==> src/rtl/pwr_mode_pkg.sv <==
package pwr_mode_pkg;
  localparam int MODE_W = 2;
  localparam int CODE_W = 3;

  typedef enum logic [CODE_W-1:0] {
    PM_0   = 3'd0,
    PM_1   = 3'd1,
    PM_2   = 3'd2,
    PM_3   = 3'd3,
    PM_ACT = 3'd4
  } pmode_e;

  function automatic logic is_deep(input pmode_e m);
    return (m == PM_1) || (m == PM_2) || (m == PM_3);
  endfunction
endpackage

==> src/rtl/pm_regfile.sv <==
module pm_regfile
  import pwr_mode_pkg::*;
#(
  parameter int DATA_W = 8
) (
  input  logic              clk,
  input  logic              rst_n,
  input  logic              wr_en,
  input  logic              wr_sel,
  input  logic [DATA_W-1:0] wdata,
  input  logic              rd_sel,
  output logic [DATA_W-1:0] rdata,
  input  logic              enter,
  output logic [MODE_W-1:0] mode_field,
  output logic              trig_wr,
  output logic              halt
);
  localparam int PAD_W = DATA_W - MODE_W;

  logic wr_ctrl, wr_mode;

  assign wr_ctrl = wr_en && !wr_sel;
  assign wr_mode = wr_en && wr_sel;
  assign trig_wr = wr_ctrl && wdata[0];

  // Selection field: an entry clears it, otherwise software may load it.
  always_ff @(posedge clk or negedge rst_n) begin
    if (!rst_n)       mode_field <= '0;
    else if (enter)   mode_field <= '0;
    else if (wr_mode) mode_field <= wdata[MODE_W-1:0];
  end

  // Reserved control bit: once set it stays set until reset.
  always_ff @(posedge clk or negedge rst_n) begin
    if (!rst_n)                    halt <= 1'b0;
    else if (wr_ctrl && wdata[1])  halt <= 1'b1;
  end

  always_comb begin
    rdata = '0;
    if (rd_sel) rdata = {{PAD_W{1'b0}}, mode_field};
  end

  assert_field_cleared_R5: assert property (@(posedge clk) disable iff (!rst_n)
    enter |=> mode_field == '0);
  assert_halt_sticky_R10: assert property (@(posedge clk) disable iff (!rst_n)
    halt |=> halt);
endmodule

==> src/rtl/pm_active_timer.sv <==
module pm_active_timer #(
  parameter int CNT_W = 16
) (
  input  logic             clk,
  input  logic             rst_n,
  input  logic             active,
  input  logic             wake_deep,
  input  logic [CNT_W-1:0] limit,
  output logic             done
);
  logic [CNT_W-1:0] cnt_q;

  always_ff @(posedge clk or negedge rst_n) begin
    if (!rst_n)                      cnt_q <= '1;
    else if (wake_deep)              cnt_q <= '0;
    else if (active && cnt_q < limit) cnt_q <= cnt_q + 1'b1;
  end

  assign done = cnt_q >= limit;

  assert_restart_on_wake_R7: assert property (@(posedge clk) disable iff (!rst_n)
    wake_deep |=> cnt_q == '0);
  assert_no_overrun_R7: assert property (@(posedge clk) disable iff (!rst_n)
    (cnt_q >= limit) && $stable(limit) |=> cnt_q >= limit || $past(wake_deep));
endmodule

==> src/rtl/pm_sequencer.sv <==
module pm_sequencer
  import pwr_mode_pkg::*;
(
  input  logic              clk,
  input  logic              rst_n,
  input  logic              trig_wr,
  input  logic [MODE_W-1:0] mode_field,
  input  logic              irq,
  input  logic              hs_stable,
  input  logic              lp_cal,
  input  logic              timer_done,
  output logic              enter,
  output logic              wake_deep,
  output pmode_e            pm,
  output logic              pending
);
  pmode_e            pm_q;
  logic              pend_q;
  logic [MODE_W-1:0] ptgt_q;
  logic [MODE_W-1:0] tgt;
  logic              active, want, deep_ok, ok, wake;

  assign active    = (pm_q == PM_ACT);
  assign tgt       = trig_wr ? mode_field : ptgt_q;
  assign want      = active && !irq && (trig_wr || pend_q);
  assign deep_ok   = hs_stable && lp_cal && timer_done;
  assign ok        = (tgt == '0) || deep_ok;
  assign enter     = want && ok;
  assign wake      = !active && irq;
  assign wake_deep = wake && is_deep(pm_q);

  always_ff @(posedge clk or negedge rst_n) begin
    if (!rst_n)     pm_q <= PM_ACT;
    else if (enter) pm_q <= pmode_e'({1'b0, tgt});
    else if (wake)  pm_q <= PM_ACT;
  end

  always_ff @(posedge clk or negedge rst_n) begin
    if (!rst_n) begin
      pend_q <= 1'b0;
      ptgt_q <= '0;
    end else if (active && irq) begin
      pend_q <= 1'b0;
    end else if (enter) begin
      pend_q <= 1'b0;
    end else if (active && trig_wr) begin
      pend_q <= 1'b1;
      ptgt_q <= mode_field;
    end
  end

  assign pm      = pm_q;
  assign pending = pend_q;

  assert_deep_needs_osc_R6: assert property (@(posedge clk) disable iff (!rst_n)
    active && !(hs_stable && lp_cal) |=> !is_deep(pm_q));
  assert_deep_needs_time_R7: assert property (@(posedge clk) disable iff (!rst_n)
    active && !timer_done |=> !is_deep(pm_q));
  assert_irq_wakes_R8: assert property (@(posedge clk) disable iff (!rst_n)
    !active && irq |=> pm_q == PM_ACT);
  assert_irq_wins_R9: assert property (@(posedge clk) disable iff (!rst_n)
    active && irq |=> pm_q == PM_ACT && !pend_q);
endmodule

==> src/rtl/pwr_mode_ctrl.sv <==
module pwr_mode_ctrl
  import pwr_mode_pkg::*;
#(
  parameter int DATA_W = 8,
  parameter int CNT_W  = 16
) (
  input  logic              clk,
  input  logic              rst_n,
  input  logic              reg_wr,
  input  logic              reg_sel,
  input  logic [DATA_W-1:0] reg_wdata,
  input  logic              rd_sel,
  output logic [DATA_W-1:0] reg_rdata,
  input  logic              irq_req,
  input  logic              hs_osc_stable,
  input  logic              lp_cal_done,
  input  logic [CNT_W-1:0]  min_active_cycles,
  output logic [CODE_W-1:0] power_mode,
  output logic              cpu_clk_en,
  output logic              periph_clk_en,
  output logic              trig_pending
);
  logic [MODE_W-1:0] mode_field;
  logic              trig_wr, halt, enter, wake_deep, timer_done;
  pmode_e            pm;

  pm_regfile #(.DATA_W(DATA_W)) u_regs (
    .clk(clk), .rst_n(rst_n), .wr_en(reg_wr), .wr_sel(reg_sel),
    .wdata(reg_wdata), .rd_sel(rd_sel), .rdata(reg_rdata),
    .enter(enter), .mode_field(mode_field), .trig_wr(trig_wr), .halt(halt)
  );

  pm_active_timer #(.CNT_W(CNT_W)) u_timer (
    .clk(clk), .rst_n(rst_n), .active(pm == PM_ACT), .wake_deep(wake_deep),
    .limit(min_active_cycles), .done(timer_done)
  );

  pm_sequencer u_seq (
    .clk(clk), .rst_n(rst_n), .trig_wr(trig_wr), .mode_field(mode_field),
    .irq(irq_req), .hs_stable(hs_osc_stable), .lp_cal(lp_cal_done),
    .timer_done(timer_done), .enter(enter), .wake_deep(wake_deep),
    .pm(pm), .pending(trig_pending)
  );

  assign power_mode    = pm;
  assign cpu_clk_en    = (pm == PM_ACT) && !halt;
  assign periph_clk_en = (pm == PM_ACT) || (pm == PM_0);

  assert_halt_gates_cpu_R10: assert property (@(posedge clk) disable iff (!rst_n)
    halt |-> !cpu_clk_en);
  assert_sleep_gates_R11: assert property (@(posedge clk) disable iff (!rst_n)
    is_deep(pm) |-> !periph_clk_en && !cpu_clk_en);
endmodule

==> config.mk <==
export PLATFORM = sky130hd
export DESIGN_NAME = pwr_mode_ctrl
export DESIGN_NICKNAME = d
export VERILOG_FILES = /design/src/rtl/pwr_mode_pkg.sv /design/src/rtl/pm_regfile.sv /design/src/rtl/pm_active_timer.sv /design/src/rtl/pm_sequencer.sv /design/src/rtl/pwr_mode_ctrl.sv
export SDC_FILE = /design/constraint.sdc
export NUM_CORES = 1
export LEC_CHECK = 0
export ABC_AREA = 1
export BUFFER_PORTS_ARGS = -buffer_cell sky130_fd_sc_hd__buf_2
export CAP_MARGIN = 20
export CORE_UTILIZATION = 55
export CTS_CLUSTER_SIZE = 24
export DETAILED_ROUTE_END_ITERATION = 8
export HOLD_SLACK_MARGIN = 0.05
export PLACE_DENSITY = 0.92
export REMOVE_ABC_BUFFERS = 1
export SETUP_SLACK_MARGIN = 0.4
export SLEW_MARGIN = 20
export SYNTH_ARGS = -nofsm -noshare
export SYNTH_HDL_FRONTEND = slang
export SYNTH_SLANG_ARGS = --single-unit
export TNS_END_PERCENT = 100
==> constraint.sdc <==
create_clock -name clk -period 5.29 [get_ports clk]
set_input_delay 0.529 -clock clk [delete_from_list [all_inputs] [get_ports clk]]
set_output_delay 0.529 -clock clk [all_outputs]
set_load 0.01 [all_outputs]
After elaboration in Yosys (flattened, before gate mapping)
Cells that the tools add are included.
{ "word_totals": {"ff_bits": 25, "inputBits": 32, "out_inout_bits": 14, "wordCells": 57} }
{ "op_classes": {"addsub": 1, "n_lt_le_gt_ge": 2, "eq_ne": 4, "mux": 11, "bitwise_logic": 2, "reduce_logical": 31} }
{ "ops": {"columns": ["op", "count"], "rows": [
  ["two-way mux 16 bit", 2],
  ["adder 16 x 1 -> 16 bit, second input constant", 1],
  ["greater-or-equal comparator 16 bit", 1],
  ["< comparator 16 bit", 1],
  ["logical AND 1 bit", 15],
  ["two-way mux 2 bit", 4],
  ["== test 3 x 2 -> 1 bit, second input constant", 2],
  ["two-way mux 3 bit", 2],
  ["nonzero test 2 bit", 3],
  ["logical OR 1 bit", 5],
  ["logical NOT 1 bit", 4],
  ["== test 3 x 1 -> 1 bit, second input constant", 1],
  ["== test 3 bit, second input constant", 1],
  ["logical NOT 3 bit", 1],
  ["two-way mux 1 bit", 3],
  ["AND reduction 3 bit", 1],
  ["nonzero test 3 bit", 1],
  ["logical NOT 2 bit", 1],
  ["NOT 1 bit", 2]
]} }

Longest topological paths before layout
{ "logic_depth": {"word_depth": 9, "depth_mapped": 16, "ltp_nobuf": 16} }

Cells and area by module
Synthesis repeated with hierarchy kept, for this count alone.
{ "unflattened": {"cells_unflattened": 305, "area_unflattened_um2": 2172.1} }
{ "modules_own_cells": {"columns": ["mod", "n_inst", "cells_per_inst", "area_each_um2", "seq_area_each_um2"], "rows": [
  ["pm_active_timer", 1, 221, 1530.2, 420.4],
  ["pm_sequencer", 1, 49, 407.9, 151.4],
  ["pm_regfile", 1, 31, 211.5, 75.1],
  ["pwr_mode_ctrl", 1, 4, 22.5, 0.0]
]} }

Worst setup path after synthesis
No wires, ideal clock.
{ "synth_path": {"kind": "input port to flip-flop", "start": "input port min_active_cycles[15]", "end": "register u_timer.cnt_q[7]", "setup_ps": 79, "arrival_time_ps": 1772, "required_ps": 5211, "path_slack_ps": 3439, "cell_stages": 10, "n_path_buf": 1, "cell_sequence": "inv_1 > ha_1 > a21oi_1 > o21ai_1 > a21oi_4 > nand3_2 > buf_6 > nor2_2 > xor2_1 > nor2_1"} }
{ "synth_via": {"elab_chain_cells": 3} }
{ "synth_rtl": {"columns": ["element", "line", "text"], "rows": [
  ["start: declaration", "pwr_mode_ctrl.sv:17", "input logic [CNT_W-1:0] min_active_cycles,"],
  ["< comparator 16 bit", "pm_active_timer.sv:16", "else if (active && cnt_q < limit) cnt_q <= cnt_q + 1'b1;"],
  ["logical AND 1 bit", "pm_active_timer.sv:16", null],
  ["nonzero test 2 bit (no source line)", null, null],
  ["end signal: assignment", "pm_active_timer.sv:16", null],
  ["end: declaration", "pm_active_timer.sv:11", "logic [CNT_W-1:0] cnt_q;"]
]} }
Every way passes these cells.
A chain may end at the register's enable or synchronous reset.

Worst setup path in the final report
{ "layout_path": {"start": "register u_timer.cnt_q[9]", "end": "register u_timer.cnt_q[11]"} }
{ "layout_via": {"elab_chain_cells": 3, "word_cells_on_any_way": 6, "cone_classes": "add/sub: 1; order compare: 1; mux: 2; reduce/logical: 2"} }
{ "layout_rtl": {"columns": ["element", "line"], "rows": [
  ["adder 16 x 1 -> 16 bit / < comparator 16 bit (equally long branches)", "pm_active_timer.sv:16"],
  ["two-way mux 16 bit / logical AND 1 bit (equally long branches)", "pm_active_timer.sv:16"],
  ["two-way mux 16 bit / nonzero test 2 bit (equally long branches)", null]
]} }
Several ways; a longest one is shown, not always the timed one. The select of a mux whose other input is x is not followed.

==> key figures <==
Clock network
  – CTS tree: done
  – Worst-skew pair later-pin latency: 0.33 ns
  – TritonCTS Buffers: 3
  – Clk sinks: 25
  – Root Driver: clkbuf_4
  – Clk slew on worst S/H paths: 0.14 ns
  – H-tree Lvls: 1
  – Number of hold buffers added after cts: 0
  – Max clock buf depth: 2
  – Number of post-CTS setup repair buffers: 0
  – # resized after CTS: 0

Drt
  – Final WL: 4080 um
  – Via count: 1773
  – Routed wire per std cell: 12.0 um
  – ANT nets after route: 0
  – DR pass1 iterations: 4
  – Via-to-Cell Ratio: 5.20
  – Starting DRT DRC Count: 97
  – # DRC: 0

STA
  – Tcrit/Tclk final: 0.429
  – Slew margin rel.: 0.629
  – Final Hold Fails: 0
  – Final hold slack: 0.164 ns
  – Max Freq: 0.441 GHz
  – Slew @ Worst Pin: 0.557 ns
  – Max-slew violations: 0
  – Tmin final: 2.27 ns
  – Fin Clk Skew: 0.00510 ns
  – RSZ-0062 raised after global routing: no
  – Final TNS setup: 0 ns
  – Setup violations, final: 0

Worst setup path
  – Critical path buffers and inverters: 1
  – Slowest stage delay, CP: 0.62 ns
  – Crit path kind: reg2reg
  – Worst Setup Start Kind: register
  – Crit. End Element: register
  – CP required: 5.55 ns
  – Most used cell, CP: nand2_1
  – Cell family with most CP delay: simple AND/OR/NAND/NOR gates
  – CP Cell Sequence: ha_1, nand2_1, nand2_1, nand3_1, nand2_1, a21oi_4, nand3_2, nand2_2, inv_1, nand2_1, o31ai_1
  – Slowest CP cell: dfstp_2
  – Worst Path Arrival: 2.53 ns
  – Max Fanout on Critical Path: 12

Placement
  – Gp weighted congestion: 0.927
  – Port Buf Inserts: 33
  – Post-detail-place hpwl: 3250 um

Power and ir drop
  – Internal Power: 477 uW
  – Leakage: 0.00118 uW
  – Total chip power: 894 uW
  – P_sw: 417 uW
  – Pwr/cell area: 410 nW/um^2
  – Worst vdd ir: 0.274 mV
  – Switching Fraction: 0.467
  – Sequential cell fraction of total power: 0.408
  – Clock Power Share: 0.099
  – Comb power frac: 0.493

Logic synthesis
  – Xor and xnor area share after synthesis: 0.0354
  – Post-Syn Instances: 261
  – Yosys warning count: 0
  – Sequential area share after synthesis: 0.327
  – Top_reg_cell synth: dfstp_2
  – Mapped Area: 1980 um^2
  – Ys async rst share: 1.00
  – Distinct cell type count after synthesis: 35
  – Main combinational cell family by area after synthesis: simple AND/OR/NAND/NOR gates
  – Simple-gate share of the synthesized area: 0.275
  – Synth Area in Compound Gates: 0.118
  – Mean Syn Cell Area: 7.58 um^2
  – EDFF count, synth: 0
  – Mux contribution to synthesized area: 0
  – Synthesis-stage register bit count: 25
  – Adder-cell share of the synthesized area: 0.107

Floorplanning
  – Width of the die: 62.0 um
  – DIE AREA: 3840 um^2
  – Standard-cell row count: 21
  – Core area: 3390 um^2
  – Ports: 46
  – Starting Density: 0.584
  – Die Ht: 62.0 um

GRT
  – Largest net degree at the start of global routing: 26
  – First-pass GRT wire length: 6580 um
  – Number of global-route vias before repair: 1626
  – Total track usage: 0.231
  – Initial antenna violation count: 0
  – Grt total ovfl: 0

Run
  – Number of max-cap violations: 0

Final layout
  – Most common cell after layout, fill and taps aside: nand2_1
  – Area grow syn2layout: 10.2%
  – Share of layout cells above drive strength 1: 0.241
  – Most frequent cells in the layout: nand2_1 (51), inv_1 (50), buf_2 (33)
  – Ant diodes: 0
  – Final net count: 345

Outcome
  – Status: completed

Hold path
  – Hold Crit Class: in2async
-- routing by layer --
| layer | part of all wire | global-route usage | vias up |
|---|---|---|---|
| li1 | - | - | 902 |
| met1 | 0.41 | 0.263 | 783 |
| met2 | 0.49 | 0.424 | 78 |
| met3 | 0.074 | 0.0352 | 10 |
| met4 | 0.021 | 0.102 | 0 |
| met5 | 0 | 0 | - |
-- sequential cells by signal, summed over array words and instances (netlist names) --
| register | cells |
|---|---|
| u_timer.cnt_q | 16 |
| u_regs.mode_field | 2 |
| u_seq.pending | 1 |
| u_regs.halt | 1 |
| u_seq.pm | 3 |
| u_seq.ptgt_q | 2 |
-- power groups by stage --
stage	registers [uW]	clock network [uW]	logic [uW]
global placement	365	0	409
detailed placement	367	0	435
CTS	364	89.1	440
global route	374	95.0	502
finish	365	88.5	441
floorplan	350	0	329
-- cell type report --
type,instances,area (um^2)
clock buffer,4,26.3
fill,285,1210
inverter,52,195
multi-input combinational,180,1080
sequential,25,647
tap,46,57.6
timing repair buffer,34,173
-- logic make-up (layout without fill, tap and decap cells) --
group | Yosys count | in the layout
flops | 25 | 25
fa+ha+maj | 17 | 17
compound gates | 35 | 35
xor+xnor | 8 | 8
simple gates | 114 | 114
buf+inv | 61 | 90
other cells | 1 | 6
-- cell usage after synthesis, types with 2 or more instances --
| library cell | count | area (um^2) |
|---|---|---|
| buf_6 | 2 | 22.5 |
| o21ai_0 | 13 | 65.1 |
| inv_1 | 50 | 188 |
| dfstp_2 | 17 | 447 |
| nand3_1 | 17 | 85.1 |
| inv_2 | 2 | 7.51 |
| a21oi_1 | 9 | 45.0 |
| ha_1 | 17 | 213 |
| o21ai_2 | 2 | 17.5 |
| o31ai_1 | 4 | 30.0 |
| nor2_1 | 16 | 60.1 |
| nand3_2 | 2 | 20.0 |
| nor2_4 | 2 | 22.5 |
| xor2_1 | 7 | 61.3 |
| nor4_1 | 2 | 12.5 |
| nor3_1 | 8 | 40.0 |
| nand2_1 | 51 | 191 |
| nor3b_1 | 2 | 15.0 |
| nand4_1 | 9 | 56.3 |
| nand2_2 | 2 | 12.5 |
| buf_4 | 6 | 45.0 |
| dfrtp_1 | 8 | 200 |
-- stage by stage --
step                      utilization  instance area (um^2)  instances  setup WS, ns
after CTS                       0.644                  2180        341          3.04
after global placement          0.636                  2160        337          2.99
after floorplan                     -                  1930        257          3.31
after global routing            0.644                  2180        341          2.82
after detailed placement        0.636                  2160        337          2.91
final                           0.644                  2180        341          3.02
-- path summary, 6_finish.rpt --
| check | start | endpoint | slack, ns | cells after the start |
|---|---|---|---|---|
| setup / recovery | u_timer.cnt_q[9]$_DFFE_PN1P_ | u_timer.cnt_q[11]$_DFFE_PN1P_ | 3.02 | 11 |
| hold / removal | rst_n | u_regs.halt$_DFFE_PN0P_ | 0.16 | 1 |
| setup reg to reg | u_timer.cnt_q[9]$_DFFE_PN1P_ | u_timer.cnt_q[11]$_DFFE_PN1P_ | 3.02 | 11 |
| hold reg to reg | u_seq.ptgt_q[1]$_DFFE_PN0P_ | u_seq.ptgt_q[1]$_DFFE_PN0P_ | 0.50 | 2 |
| max in group asynchronous | rst_n | u_timer.cnt_q[6]$_DFFE_PN1P_ | 4.74 | 1 |
| min in group clk | reg_wdata[1] | u_regs.halt$_DFFE_PN0P_ | 0.45 | 2 |
Note: power is estimated with default switching activity, not from simulation.
